### config.mk
export PLATFORM = sky130hd
export DESIGN_NAME = irq_pend_mask
export DESIGN_NICKNAME = d
export VERILOG_FILES = /design/src/rtl/irq_pend_mask.sv
export SDC_FILE = /design/constraint.sdc
export NUM_CORES = 1
export LEC_CHECK = 0
export ABC_AREA = 1
export BUFFER_PORTS_ARGS = -buffer_cell sky130_fd_sc_hd__buf_2
export CAP_MARGIN = 20
export CORE_ASPECT_RATIO = 1.1
export CORE_MARGIN = 2
export CORE_UTILIZATION = 42
export CTS_BUF_LIST = sky130_fd_sc_hd__clkbuf_2 sky130_fd_sc_hd__clkbuf_4 sky130_fd_sc_hd__clkbuf_8
export DETAILED_ROUTE_END_ITERATION = 8
export PLACE_DENSITY_LB_ADDON = 0.25
export RECOVER_POWER = 100
export SLEW_MARGIN = 20
export SYNTH_ARGS = -nofsm -noshare
export SYNTH_HDL_FRONTEND = slang
export SYNTH_SLANG_ARGS = --single-unit
### constraint.sdc
create_clock -name clk -period 0.9 [get_ports clk]
set_input_delay 0.045 -clock clk [delete_from_list [all_inputs] [get_ports clk]]
set_output_delay 0.045 -clock clk [all_outputs]
set_load 0.05 [all_outputs]
### src/rtl/irq_pend_mask.sv
module irq_pend_mask #(
  parameter int NSRC = 12,
  parameter int CW   = 4
) (
  input  logic            clk,
  input  logic            rst_n,
  input  logic            post_stb,
  input  logic [CW-1:0]   post_cause,
  input  logic            clr_stb,
  input  logic [CW-1:0]   clr_cause,
  input  logic            clr_all,
  input  logic            pend_we,
  input  logic [NSRC-1:0] pend_wdata,
  input  logic            en_we,
  input  logic [NSRC-1:0] en_wdata,
  input  logic            st_m_en,
  input  logic            st_s_en,
  input  logic            st_u_en,
  output logic [NSRC-1:0] pend_q,
  output logic [NSRC-1:0] en_q,
  output logic            irq_req,
  output logic            cause_valid,
  output logic [CW-1:0]   cause_id
);

  localparam logic [NSRC-1:0] GRP_U = NSRC'((1 << 0) | (1 << 4) | (1 << 8));
  localparam logic [NSRC-1:0] GRP_S = NSRC'((1 << 1) | (1 << 5) | (1 << 9));
  localparam logic [NSRC-1:0] GRP_M = NSRC'((1 << 3) | (1 << 7) | (1 << 11));
  localparam logic [CW:0]     LIMIT = (CW+1)'(NSRC);

  logic [NSRC-1:0] post_oh, clr_oh, pend_d, gmask, qual;

  assign post_oh = ({1'b0, post_cause} < LIMIT) ? (NSRC'(1) << post_cause) : '0;
  assign clr_oh  = ({1'b0, clr_cause}  < LIMIT) ? (NSRC'(1) << clr_cause)  : '0;

  always_comb begin
    pend_d = pend_q;
    if (post_stb) pend_d = pend_d | post_oh;
    if (clr_stb)  pend_d = pend_d & ~clr_oh;
    if (clr_all)  pend_d = '0;
    if (pend_we)  pend_d = pend_wdata;
  end

  always_ff @(posedge clk) begin
    if (!rst_n) begin
      pend_q <= '0;
      en_q   <= '0;
    end else begin
      pend_q <= pend_d;
      if (en_we) en_q <= en_wdata;
    end
  end

  assign gmask = ({NSRC{st_m_en}} & GRP_M) | ({NSRC{st_s_en}} & GRP_S) |
                 ({NSRC{st_u_en}} & GRP_U);
  assign qual  = pend_q & en_q & gmask;

  always_comb begin
    cause_id = '0;
    for (int i = NSRC - 1; i >= 0; i--)
      if (qual[i]) cause_id = CW'(i);
  end

  assign irq_req     = |qual;
  assign cause_valid = irq_req;

  logic post_alone;
  assign post_alone = post_stb && !pend_we && !clr_all && !(clr_stb && clr_cause == post_cause);


  post_sets_chk: assert property (@(posedge clk) disable iff (!rst_n)
    post_alone |=> ((pend_q & $past(post_oh)) == $past(post_oh)));


  clr_wins_chk: assert property (@(posedge clk) disable iff (!rst_n)
    (clr_stb && !pend_we) |=> ((pend_q & $past(clr_oh)) == '0));


  clr_all_chk: assert property (@(posedge clk) disable iff (!rst_n)
    (clr_all && !pend_we && !en_we) |=> (pend_q == '0 && $stable(en_q)));


  pend_write_chk: assert property (@(posedge clk) disable iff (!rst_n)
    pend_we |=> (pend_q == $past(pend_wdata)));


  cause_sel_chk: assert property (@(posedge clk) disable iff (!rst_n)
    cause_valid |-> (pend_q[cause_id] && en_q[cause_id]));


  idle_cause_chk: assert property (@(posedge clk) disable iff (!rst_n)
    !cause_valid |-> (cause_id == '0));

endmodule

==> results of run 1 <==
[timing repair]
item | CTS
endpoints found under the hold margin | 24
cloned | 0
hold buffers | 24
setup endpoints to repair | 30
resized for setup | 98
pin swaps | 3
buffers inserted | 2
[kinds of logic after synthesis]
kind of cell,Yosys count
compound gates,39
simple gates,123
buf+inv,32
flops,24
[per-stage QoR]
stage	std cells	cell area [um^2]	setup slack (ps)	utilization [%]
after floorplan	218	1440	-660	-
after global placement	341	2000	-190	65.6
after detailed placement	341	2000	-198	65.6
after CTS	371	2650	-507	86.9
[routing by layer]
layer,overflow,track usage (%)
met5,0,0
met4,67,102
met3,2,51.1
met2,67,102
met1,2,76.3
[cells in the mapped netlist (3+ instances only)]
cell,number,area [um^2]
o21ai_0,12,60.1
inv_2,5,18.8
a21oi_1,14,70.1
nor2_1,48,180
clkbuf_1,3,11.3
inv_1,21,78.8
o21bai_1,10,75.1
dfxtp_1,24,480
nand3_1,21,105
nand2_1,48,180
==> summary.md, run 1 <==
| Metric | Value |
|---|---|
| Stopped at | global routing (5_1_grt) |
| Post-Syn Area per Cell | 6.16 um^2 |
| Synth cell types | 19 |
| Primary FF master, synth | dfxtp_1 |
| Post-synthesis simple-gate area fraction | 37.9% |
| Row count | 21 |
| Yosys synthesis warning count | 0 |
| Post-synthesis cell count | 218 |
| H-tree Lvls | 1 |
| Post-Synth Adder-Cell Area | 0% |
| Largest net degree at the start of global routing | 15 |
| # IOs | 72 |
| Synth Area in Compound Gates | 16.9% |
| Mux contribution to synthesized area | 0% |
| GRT Util Overall | 80.4% |
| Longest Clk Path Bufs | 2 |
| Post-Syn Area | 1340 um^2 |
| Worst endpoint after global-route timing repair | cause_id[1] |
| Register area share after synthesis | 35.8% |
| Initial cell density of the core | 44.0% |
| Sink Count | 24 |
| Final GP Congestion | 0.871 |
| First Err | [ERROR GRT-0232] Routing congestion too high. Check the congestion heatmap in the GUI. |
| Status | did not finish |
| Hpwl dp | 3130 um |
| Syn_nets | 260 |
| Inserted Clock Buffers | 3 |
| Die width | 57.9 um |
| XOR/XNOR share of the synthesized area | 0% |
| CTS root buf | clkbuf_4 |
| Main combinational cell family by area after synthesis | simple AND/OR/NAND/NOR gates |
| Asr flop ratio synth | 0% |
| Seq cells post-synth | 24 |
| Number of synthesized flops with an enable pin | 0 |
| Worst ep type | primary output |
| Port buffer count | 71 |
| Die H | 63.3 um |
| Total grt overflow | 138 |
==> run 2: changes to the inputs <==
--- a/config.mk
+++ b/config.mk
@@ -8,12 +8,10 @@
 export ABC_AREA = 1
 export BUFFER_PORTS_ARGS = -buffer_cell sky130_fd_sc_hd__buf_2
 export CAP_MARGIN = 20
-export CORE_ASPECT_RATIO = 1.1
-export CORE_MARGIN = 2
-export CORE_UTILIZATION = 42
-export CTS_BUF_LIST = sky130_fd_sc_hd__clkbuf_2 sky130_fd_sc_hd__clkbuf_4 sky130_fd_sc_hd__clkbuf_8
+export CORE_AREA = 2 2 63 65
 export DETAILED_ROUTE_END_ITERATION = 8
-export PLACE_DENSITY_LB_ADDON = 0.25
+export DIE_AREA = 0 0 65 67
+export PLACE_DENSITY_LB_ADDON = 0.15
 export RECOVER_POWER = 100
 export SLEW_MARGIN = 20
 export SYNTH_ARGS = -nofsm -noshare
==> constraint.sdc (replaced) <==
create_clock -name clk -period 1.2 [get_ports clk]
set_input_delay 0.06 -clock clk [delete_from_list [all_inputs] [get_ports clk]]
set_output_delay 0.06 -clock clk [all_outputs]
set_load 0.05 [all_outputs]
==> summary.md, run 2 <==
| Metric | Value |
|---|---|
| Crit-path slowest cell | dfxtp_4 |
| Switching part of the total power | 33.0% |
| # diodes | 0 |
| Worst-skew pair later-pin latency | 270 ps |
| Crit start category | flop |
| Syn_nets | 260 (unchanged) |
| P_sw | 727 uW |
| Max Freq | 710 MHz |
| Vias per cell | 4.65 |
| Post-CTS Hold Fix Bufs | 0 (was 24) |
| CTS tree | built |
| Wire per inst | 12.3 um |
| # IOs | 72 (unchanged) |
| Top-area cell type share of the netlist area | 35.8% (unchanged) |
| Vias in the first global route | 1443 |
| Sum Neg Setup Slack | -826 ps |
| Asr flop ratio synth | 0% (unchanged) |
| Clock Pin Slew Worst Setup and Hold Paths | 90 ps |
| Gate power share | 28.0% |
| Fraction of layout cells with a size suffix above 1 | 45.9% |
| Setup WS pre-CTS | 67.0 ps (was -198 ps) |
| Port buffer count | 71 (unchanged) |
| Failing checks | negative setup slack |
| Max_cap viols | 0 |
| Register area share after synthesis | 35.8% (unchanged) |
| Top cells by area, synth | dfxtp_1, nand2_1, nor2_1 (unchanged) |
| Crit path largest cell delay | 370 ps |
| Total iterations of the first detailed-routing run | 6 |
| Hpwl dp | 3200 um (was 3130 um) |
| CP Cell Sequence | inv_2, nor2_2, nand3_1, nand2_1, nand2_2, a21oi_2, buf_6 |
| Seq cells post-synth | 24 (unchanged) |
| Post-Syn Area | 1340 um^2 (unchanged) |
| Final GP Congestion | 0.920 (was 0.871) |
| Largest registers | en_q: 12 flops, pend_q: 12 flops |
| Finish-stage setup viols | 6 |
| Status | finished, violations left (was did not finish) |
| Power density cells | 1050 nW/um^2 |
| Die ar. | 4360 um^2 |
| Final Util | 57.8% |
| Number of synthesized flops with an enable pin | 0 (unchanged) |
| Internal | 1.47 mW |
| Largest net degree at the start of global routing | 15 |
| Final worst slack | -208 ps |
| Antenna Nets Post-Route | 0 |
| Longest Clk Path Bufs | 2 (unchanged) |
| Routed via count | 1590 |
| H-tree Lvls | 1 (unchanged) |
| Crit. End Element | primary output |
| Aggregate routed wire length | 4210 um |
| Peak VDD IR | 781 uV |
| Row count | 22 (was 21) |
| CTS root buf | clkbuf_8 (was clkbuf_4) |
| Post-Syn Area per Cell | 6.16 um^2 (unchanged) |
| Drt first-iter violations | 63 |
| Inserted Clock Buffers | 3 (unchanged) |
| Initial cell density of the core | 37.2% (was 44.0%) |
| Core Footprint | 3610 um^2 |
| Layout Area Growth over Synthesis | 55.4% |
| Clk pwr share | 32.1% |
| Die width | 65 um (was 57.9 um) |
| Sequential Power Share | 39.9% |
| Period utilisation layout | 117% |
| Pleak | 1.04 nW |
| Clk_skew | 0 ps |
| Commonest non-fill, non-tap cell in the layout | buf_2 |
| Yosys synthesis warning count | 0 (unchanged) |
| Crit Path Category | reg2out |
| Hold crit path type | in2reg |
| GRT Util Overall | 19.6% |
| Cell taking the most area after synthesis | dfxtp_1 (unchanged) |
| Worst-Margin Slew | 416 ps |
| Fin. max-slew vios | 0 |
| Total grt overflow | 0 |
| Primary FF master, synth | dfxtp_1 (unchanged) |
| Commonest non-fill, non-tap cells in the layout | buf_2, nor2_1, nand2_1 |
| Post-synth top cells | nand2_1, nor2_1, dfxtp_1, inv_1, nand3_1 (unchanged) |
| Relative slew margins | 72.3% |
| Minimum clock period after layout | 1410 ps |
| Post-synthesis cell count | 218 (unchanged) |
| Arr. time, crit path | 1350 ps |
| Synth cell types | 19 (unchanged) |
| Sink Count | 24 (unchanged) |
| Fin. Hold Viols | 0 |
| RSZ-0062 raised after global routing | true |
| Crit-path max FO | 3 |
| First-pass GRT wire length | 6510 um |
| Final nets | 337 |
| Initial antenna violation count | 0 |
| Die H | 67 um (was 63.3 um) |
| Critical Path RT | 1140 ps |
| # DRC | 0 |
## run 2: cell counts after synthesis
Identical to the previous run, type by type.
## run 2: area by class of cell
class	count	area, um^2
Tap cell	48	60.1
Inverter	26	97.6
Fill cell	367	1520
Sequential cell	24	543
Clock buffer	3	41.3
Clock inverter	1	30.0
Multi-Input combinational cell	162	868
Timing Repair Buffer	78	445
## run 2: kinds of logic after synthesis
logic type,after synthesis,share of synthesized area (%)
simple gates,123,37.9
compound gates,39,16.9
buf+inv,32,9.41
flops,24,35.8
## run 2: path summary, 6_finish.rpt
check / from / endpoint / slack, ps / cells past startpoint
max: pend_q[11]$_SDFF_PN0_ / cause_id[1] / -210 / 7
min reg2reg: en_q[2]$_SDFFE_PN0P_ / en_q[2]$_SDFFE_PN0P_ / 510 / 2
min: en_wdata[1] / en_q[1]$_SDFFE_PN0P_ / 10 / 3
max reg2reg: pend_q[1]$_SDFF_PN0_ / pend_q[1]$_SDFF_PN0_ / 320 / 4
## run 2: timing repair
item / 4_1_cts / 5_1_grt
gates resized for setup: 25 / 13
setup buffers: 5 / 2
setup endpoints to repair: 6 / 6
pin swaps: 6 / 2
gates cloned: 0 / 0
## run 2: layer usage
metal	up-vias	part of all wire [%]	global-route usage [%]
li1	845	-	-
met1	680	46	25.3
met2	55	45	32.7
met3	10	6.4	4.39
met4	0	2.1	5.59
met5	-	0	0
## run 2: stage by stage
step / cell area (um^2) / total power [mW] / cells / hold WS (ps)
after floorplan: 1440 / 1.27 / 218 / 186
after global placement: 1820 / 1.45 / 331 / 283
after detailed placement: 1820 / 1.45 / 331 / 288
after CTS: 2030 / 2.20 / 340 / 3.91
after global routing: 2090 / 2.31 / 342 / 2.66
final: 2090 / 2.20 / 342 / 9.58
## run 2: power by group through the flow
stage | clock [mW] | sequential (mW) | combinational (mW)
after floorplan | 0 | 1.05 | 0.219
after global placement | 0 | 0.889 | 0.561
after detailed placement | 0 | 0.892 | 0.561
after CTS | 0.724 | 0.879 | 0.601
after global routing | 0.761 | 0.884 | 0.666
final | 0.705 | 0.877 | 0.617
## run 2: worst max-delay path: cells and delay by family, from the launching register on
| family | cells | cell delay (ps) |
|---|---|---|
| AND/OR/NAND/NOR | 4 | 360 |
| flip-flops | 1 | 370 |
| buffers and inverters | 2 | 220 |
| AO/OA/AOI/OAI | 1 | 140 |
Note: power is estimated with default switching activity, not from simulation.
==> run 3: changes to the inputs <==
--- a/config.mk
+++ b/config.mk
@@ -8,11 +8,11 @@
 export ABC_AREA = 1
 export BUFFER_PORTS_ARGS = -buffer_cell sky130_fd_sc_hd__buf_2
 export CAP_MARGIN = 20
-export CORE_AREA = 2 2 63 65
+export CORE_AREA = 5 5 66 68
 export DETAILED_ROUTE_END_ITERATION = 8
-export DIE_AREA = 0 0 65 67
+export DIE_AREA = 0 0 71 73
 export PLACE_DENSITY_LB_ADDON = 0.15
-export RECOVER_POWER = 100
+export RECOVER_POWER = 25
 export SLEW_MARGIN = 20
 export SYNTH_ARGS = -nofsm -noshare
 export SYNTH_HDL_FRONTEND = slang
==> summary.md, run 3 (synthesis gave the netlist of run 2 again) <==
| Metric | Value |
|---|---|
| Hold crit path type | in2reg (unchanged) |
| Crit Path Category | reg2out (unchanged) |
| Initial antenna violation count | 0 (unchanged) |
| Clk pwr share | 32.5% (was 32.1%) |
| Core Footprint | 3800 um^2 (was 3610 um^2) |
| GR Util met1 | 21.0% (was 25.3%) |
| Fraction of layout cells with a size suffix above 1 | 44.2% (was 45.9%) |
| Total iterations of the first detailed-routing run | 4 (was 6) |
| Pleak | 1.05 nW (was 1.04 nW) |
| GRT Util Overall | 16.2% (was 19.6%) |
| Critical Path RT | 1140 ps (about the same) |
| Worst-Margin Slew | 428 ps (was 416 ps) |
| GR Util met3 | 3.31% (was 4.39%) |
| Antenna Nets Post-Route | 0 (unchanged) |
| Design area | 2100 um^2 (was 2090 um^2) |
| Flop-to-flop setup slack | 320 ps (about the same) |
| Relative slew margins | 71.4% (was 72.3%) |
| Longest Clk Path Bufs | 2 (unchanged) |
| Status | finished, violations left (unchanged) |
| RSZ-0062 raised after global routing | true (unchanged) |
| Commonest non-fill, non-tap cells in the layout | buf_2, nor2_1, nand2_1 (unchanged) |
| Gate power share | 27.9% (was 28.0%) |
| Wire per inst | 12.8 um (was 12.3 um) |
| Inserted Clock Buffers | 3 (unchanged) |
| Max_cap viols | 0 (unchanged) |
| Arr. time, crit path | 1330 ps (was 1350 ps) |
| Aggregate routed wire length | 4390 um (was 4210 um) |
| Vias in the first global route | 1529 (was 1443) |
| Crit path largest cell delay | 370 ps (about the same) |
| Commonest non-fill, non-tap cell in the layout | buf_2 (unchanged) |
| P_sw | 743 uW (was 727 uW) |
| CTS tree | built (unchanged) |
| Finish-stage setup viols | 6 (unchanged) |
| Initial cell density of the core | 35.3% (was 37.2%) |
| CP Cell Sequence | nand3_4, nand2_4, a31oi_4, nand3b_1, buf_6 (was inv_2, nor2_2, nand3_1, nand2_1, nand2_2, a21oi_2, buf_6) |
| Crit. End Element | primary output (unchanged) |
| Die ar. | 5180 um^2 (was 4360 um^2) |
| Fin. max-slew vios | 0 (unchanged) |
| Worst-skew pair later-pin latency | 270 ps (about the same) |
| First-pass GRT wire length | 6770 um (was 6510 um) |
| Crit start category | flop (unchanged) |
| Sink Count | 24 (unchanged) |
| Drt first-iter violations | 102 (was 63) |
| Largest net degree at the start of global routing | 15 (unchanged) |
| Final nets | 337 (unchanged) |
| Post-DP Area | 1830 um^2 (was 1820 um^2) |
| Failing checks | negative setup slack (unchanged) |
| Final worst slack | -194 ps (was -208 ps) |
| Met2 usage | 27.7% (was 32.7%) |
| Fin. Hold Viols | 0 (unchanged) |
| Crit-path slowest cell | dfxtp_1 (was dfxtp_4) |
| Routed via count | 1604 (was 1590) |
| # IOs | 72 (unchanged) |
| # diodes | 0 (unchanged) |
| Layout Area Growth over Synthesis | 56.3% (was 55.4%) |
| Port buffer count | 71 (unchanged) |
| Period utilisation layout | 116% (was 117%) |
| # DRC | 0 (unchanged) |
| Clock Pin Slew Worst Setup and Hold Paths | 90 ps (about the same) |
| CTS root buf | clkbuf_8 (unchanged) |
| Die width | 71 um (was 65 um) |
| Vias per cell | 4.66 (was 4.65) |
| Sequential Power Share | 39.6% (was 39.9%) |
| Peak VDD IR | 484 uV (was 781 uV) |
| Minimum clock period after layout | 1390 ps (was 1410 ps) |
| Total grt overflow | 0 (unchanged) |
| Hold_ws | 3.32 ps (was 9.58 ps) |
| Largest registers | en_q: 12 flops, pend_q: 12 flops (unchanged) |
| Final GP Congestion | 0.903 (was 0.920) |
| Crit-path max FO | 3 (unchanged) |
| Row count | 23 (was 22) |
| H-tree Lvls | 1 (unchanged) |
| Die H | 73 um (was 67 um) |
| Max Freq | 717 MHz (was 710 MHz) |
| Internal | 1.48 mW (was 1.47 mW) |
| Clk_skew | 0 ps (unchanged) |
| Busiest grt layer | met2 (unchanged) |
| Switching part of the total power | 33.5% (was 33.0%) |
| Power density cells | 1060 nW/um^2 (was 1050 nW/um^2) |
| Hpwl dp | 3270 um (was 3200 um) |
-- run 3: cell counts in the layout (fill, tap and decap cells not counted) --
No cell type changed its count.
-- run 3: critical path: cells and delay by family (launching register included) --
| family | cells | cell delay, ps |
|---|---|---|
| and+or+nand+nor | 3 | 320 |
| DFF | 1 | 370 |
| buffers and inverters | 1 | 190 |
| AOI/OAI and AO/OA | 1 | 170 |
-- run 3: area by class of cell --
class                      count  area (um^2)
multi-input combinational    162          875
sequential                    24          532
clock buffer                   3         41.3
clock inverter                 1         30.0
timing repair buffer          78          458
inverter                      26          100
tap                           50         62.6
fill                         414         1700
-- run 3: stage by stage --
stage                     util (%)  setup TNS (ps)  worst slack (ps)  power (mW)  cells
final                         55.2            -914              -194        2.22    344
after global routing          55.2           -1330              -258        2.32    344
after CTS                     53.2            -773              -152        2.21    343
after detailed placement      48.2               0              69.2        1.45    334
after global placement        48.2               0              82.1        1.45    334
after floorplan                  -            -992              -375        1.27    218
-- run 3: power by group through the flow --
stage	sequential, mW	combinational, mW	clock, mW
floorplan	1.05	0.219	0
global placement	0.887	0.566	0
detailed placement	0.890	0.564	0
CTS	0.873	0.603	0.731
global route	0.887	0.671	0.760
finish	0.879	0.620	0.722
-- run 3: layer usage --
metal | share of wire (%) | up-vias
met2 | 49 | 43
li1 | - | 849
met4 | 0.82 | 0
met3 | 5.8 | 5
met5 | 0 | -
met1 | 44 | 707
-- run 3: path summary, 6_finish.rpt --
| check | depth (start not counted) | endpoint | startpoint |
|---|---|---|---|
| max | 5 | cause_valid | en_q[4]$_SDFFE_PN0P_ |
| min | 3 | en_q[8]$_SDFFE_PN0P_ | en_wdata[8] |
| max reg2reg | 4 | pend_q[4]$_SDFF_PN0_ | pend_q[4]$_SDFF_PN0_ |
| min reg2reg | 2 | en_q[10]$_SDFFE_PN0P_ | en_q[10]$_SDFFE_PN0P_ |
-- run 3: repair_timing --
action                     in CTS  in global routing
setup endpoints to repair       6                  6
hold buffers                    0                  0
resized for setup              20                 18
pin swaps                       5                 10
hold endpoints to repair        0                  0
buffers inserted                5                  1
==> run 4: changes to the inputs <==
--- a/config.mk
+++ b/config.mk
@@ -5,14 +5,13 @@
 export SDC_FILE = /design/constraint.sdc
 export NUM_CORES = 1
 export LEC_CHECK = 0
-export ABC_AREA = 1
 export BUFFER_PORTS_ARGS = -buffer_cell sky130_fd_sc_hd__buf_2
 export CAP_MARGIN = 20
 export CORE_AREA = 5 5 66 68
 export DETAILED_ROUTE_END_ITERATION = 8
 export DIE_AREA = 0 0 71 73
 export PLACE_DENSITY_LB_ADDON = 0.15
-export RECOVER_POWER = 25
+export RECOVER_POWER = 100
 export SLEW_MARGIN = 20
 export SYNTH_ARGS = -nofsm -noshare
 export SYNTH_HDL_FRONTEND = slang
==> summary.md, run 4 <==
| Metric | Value |
|---|---|
| Hold_ws | -2.37 ps (was 3.32 ps) |
| Die ar. | 5180 um^2 (unchanged) |
| Crit Path Category | reg2out (unchanged) |
| Origin of the critical flop-to-flop path | pend_q[11]$_SDFF_PN0_ (was pend_q[4]$_SDFF_PN0_) |
| Commonest non-fill, non-tap cells in the layout | buf_2, clkbuf_2, o21ai_1 (was buf_2, nor2_1, nand2_1) |
| Worst-skew pair later-pin latency | 260 ps (was 270 ps) |
| Max Freq | 650 MHz (was 717 MHz) |
| Post-synthesis cell count | 146 (was 218) |
| Relative slew margins | 61.6% (was 71.4%) |
| CP Cell Sequence | and3_4, a31oi_4, and4_4, nor2b_4, buf_6 (was nand3_4, nand2_4, a31oi_4, nand3b_1, buf_6) |
| Syn_nets | 188 (was 260) |
| Non-filler cells, final | 292 (was 344) |
| Gate power share | 29.3% (was 27.9%) |
| Commonest non-fill, non-tap cell in the layout | buf_2 (unchanged) |
| Vias in the first global route | 1432 (was 1529) |
| Largest net degree at the start of global routing | 15 (unchanged) |
| Core Footprint | 3800 um^2 (unchanged) |
| Crit path largest cell delay | 350 ps (was 370 ps) |
| Die H | 73 um (unchanged) |
| # diodes | 0 (unchanged) |
| Top cells by area, synth | dfxtp_1, mux2i_1, o21ai_1 (was dfxtp_1, nand2_1, nor2_1) |
| Register area share after synthesis | 39.0% (was 35.8%) |
| GRT Util Overall | 15.6% (was 16.2%) |
| Worst-Margin Slew | 576 ps (was 428 ps) |
| Clk pwr share | 28.0% (was 32.5%) |
| Drt first-iter violations | 88 (was 102) |
| Peak VDD IR | 388 uV (was 484 uV) |
| Total grt overflow | 0 (unchanged) |
| Crit start category | flop (unchanged) |
| Largest registers | en_q: 12 flops, pend_q: 12 flops (unchanged) |
| Most frequent cell after synthesis | dfxtp_1 |
| Stages on worst setup path | 5 (unchanged) |
| CTS root buf | clkbuf_8 (unchanged) |
| Inserted Clock Buffers | 3 (unchanged) |
| Wire per inst | 13.7 um (was 12.8 um) |
| Sum Neg Setup Slack | -1650 ps (was -914 ps) |
| Aggregate routed wire length | 3990 um (was 4390 um) |
| Hpwl dp | 3270 um (about the same) |
| Crit path buf inv count | 1 (unchanged) |
| Seq cells post-synth | 24 (unchanged) |
| Worst hold start | pend_wdata[3] (was en_wdata[8]) |
| Total iterations of the first detailed-routing run | 4 (unchanged) |
| Vias per cell | 4.82 (was 4.66) |
| Post-Syn Area per Cell | 8.44 um^2 (was 6.16 um^2) |
| Max_cap viols | 0 (unchanged) |
| Crit-path slowest cell | dfxtp_4 (was dfxtp_1) |
| Initial antenna violation count | 0 (unchanged) |
| H-tree Lvls | 1 (unchanged) |
| Clk_skew | 0 ps (unchanged) |
| Fin. max-slew vios | 0 (unchanged) |
| Longest Clk Path Bufs | 2 (unchanged) |
| Sink Count | 24 (unchanged) |
| Fraction of layout cells with a size suffix above 1 | 54.1% (was 44.2%) |
| Die width | 71 um (unchanged) |
| WHS Path Cells | 3 (unchanged) |
| Post-synth top cells | dfxtp_1, o21ai_1, nand2_1, nor2b_1, mux2i_1 (was nand2_1, nor2_1, dfxtp_1, inv_1, nand3_1) |
| CTS tree | built (unchanged) |
| Clock Pin Slew Worst Setup and Hold Paths | 90 ps (about the same) |
| Primary FF master, synth | dfxtp_1 (unchanged) |
| Kind of cell adding the most delay to the critical path | simple AND/OR/NAND/NOR gates (was flip-flops) |
| Pleak | 0.950 nW (was 1.05 nW) |
| Layout Area Growth over Synthesis | 69.8% (was 56.3%) |
| Flop-to-flop setup slack | 350 ps (was 320 ps) |
| Synth cell types | 30 (was 19) |
| Cell taking the most area after synthesis | dfxtp_1 (unchanged) |
| Status | finished, violations left (unchanged) |
| Final total power | 2.03 mW (was 2.22 mW) |
| Top-area cell type share of the netlist area | 39.0% (was 35.8%) |
| Crit. End Element | primary output (unchanged) |
| Dpl cells | 278 (was 334) |
| Post-Syn Area | 1230 um^2 (was 1340 um^2) |
| CP startpoint | en_q[3]$_SDFFE_PN0P_ (was en_q[4]$_SDFFE_PN0P_) |
| Internal | 1.35 mW (was 1.48 mW) |
| # DRC | 0 (unchanged) |
| Minimum clock period after layout | 1540 ps (was 1390 ps) |
| Asr flop ratio synth | 0% (unchanged) |
| Fin. Hold Viols | 2 (was 0) |
| # IOs | 72 (unchanged) |
| Crit-path max FO | 2 (was 3) |
| P_sw | 675 uW (was 743 uW) |
| First-pass GRT wire length | 6520 um (was 6770 um) |
| Routed via count | 1408 (was 1604) |
| Final worst slack | -339 ps (was -194 ps) |
| RSZ-0062 raised after global routing | true (unchanged) |
| R2R depth | 3 (was 4) |
| Switching part of the total power | 33.3% (was 33.5%) |
| Row count | 23 (unchanged) |
| Final nets | 285 (was 337) |
| Antenna Nets Post-Route | 0 (unchanged) |
| Power density cells | 968 nW/um^2 (was 1060 nW/um^2) |
| Yosys synthesis warning count | 0 (unchanged) |
| Hold crit path type | in2reg (unchanged) |
| Port buffer count | 71 (unchanged) |
| Finish-stage setup viols | 6 (unchanged) |
| Failing checks | negative hold slack, negative setup slack (was negative setup slack) |
| Arr. time, crit path | 1480 ps (was 1330 ps) |
| Number of synthesized flops with an enable pin | 0 (unchanged) |
| Final Util | 55.1% (was 55.2%) |
| Period utilisation layout | 128% (was 116%) |
| Final GP Congestion | 0.912 (was 0.903) |
| Sequential Power Share | 42.8% (was 39.6%) |
| Initial cell density of the core | 32.4% (was 35.3%) |
| Critical Path RT | 1140 ps (about the same) |
## run 4: cell count changes after synthesis, sizes merged, moves of 4 or more
cell    delta
a21oi      -9
nand2     -33
o21ai     +13
a41oi      +4
nor2b     +15
o21bai    -10
nand3     -13
mux2i     +12
inv       -25
and3       +4
nor2      -45
## run 4: routing by layer
metal	track usage [%]	part of all wire (%)	vias to the layer above
met5	0	0	-
met4	6.26	1.3	0
met3	2.62	6.1	5
met2	27.4	53	50
met1	18.8	40	633
li1	-	-	720
## run 4: worst paths after layout
path | to
worst max-delay path | cause_id[3]
worst min-delay path | pend_q[3]$_SDFF_PN0_
worst max register to register | pend_q[11]$_SDFF_PN0_
worst min register to register | pend_q[10]$_SDFF_PN0_
## run 4: cell families (layout without fill, tap and decap cells)
kind of cell	after synthesis	in the layout	synth area share (%)
buffers and inverters	7	103	3.25
AO/OA/AOI/OAI	43	43	20.3
AND/OR/NAND/NOR	60	60	27.7
flip-flops	24	24	39.0
multiplexers	12	12	9.75
## run 4: layout make-up
type	count	area [um^2]
fillers	380	1710
multi-input cells	115	828
inverters	1	3.75
well taps	50	62.6
clock buffers	4	55.1
repair buffers	98	619
flip-flops and latches	24	524
## run 4: through the flow
stage | area (um^2) | worst slack [ps]
after detailed placement | 1860 | -136
after global routing | 2090 | -400
final | 2090 | -339
after CTS | 2040 | -358
after floorplan | 1350 | -205
after global placement | 1860 | -118
## run 4: repair_timing
action	in CTS	in global routing
hold buffers	5	2
setup buffers	2	1
pin swaps	5	6
endpoints found under the setup margin	6	6
hold endpoints to repair	5	2
gates resized for setup	19	7
## run 4: power groups by stage
stage          Sequential (mW)  Combinational, mW  Clock, mW
2_1_floorplan             1.04              0.197          0
3_3_place_gp             0.879              0.551          0
3_5_place_dp             0.882              0.557          0
4_1_cts                  0.864              0.591      0.574
5_1_grt                  0.873              0.638      0.604
6_report                 0.867              0.593      0.567
## run 4: tightest hold or removal path, delay by kind of cell
kind / cells / cell delay [ps]
compound gates: 1 / 60
simple gates: 1 / 50
buf+inv: 1 / 80
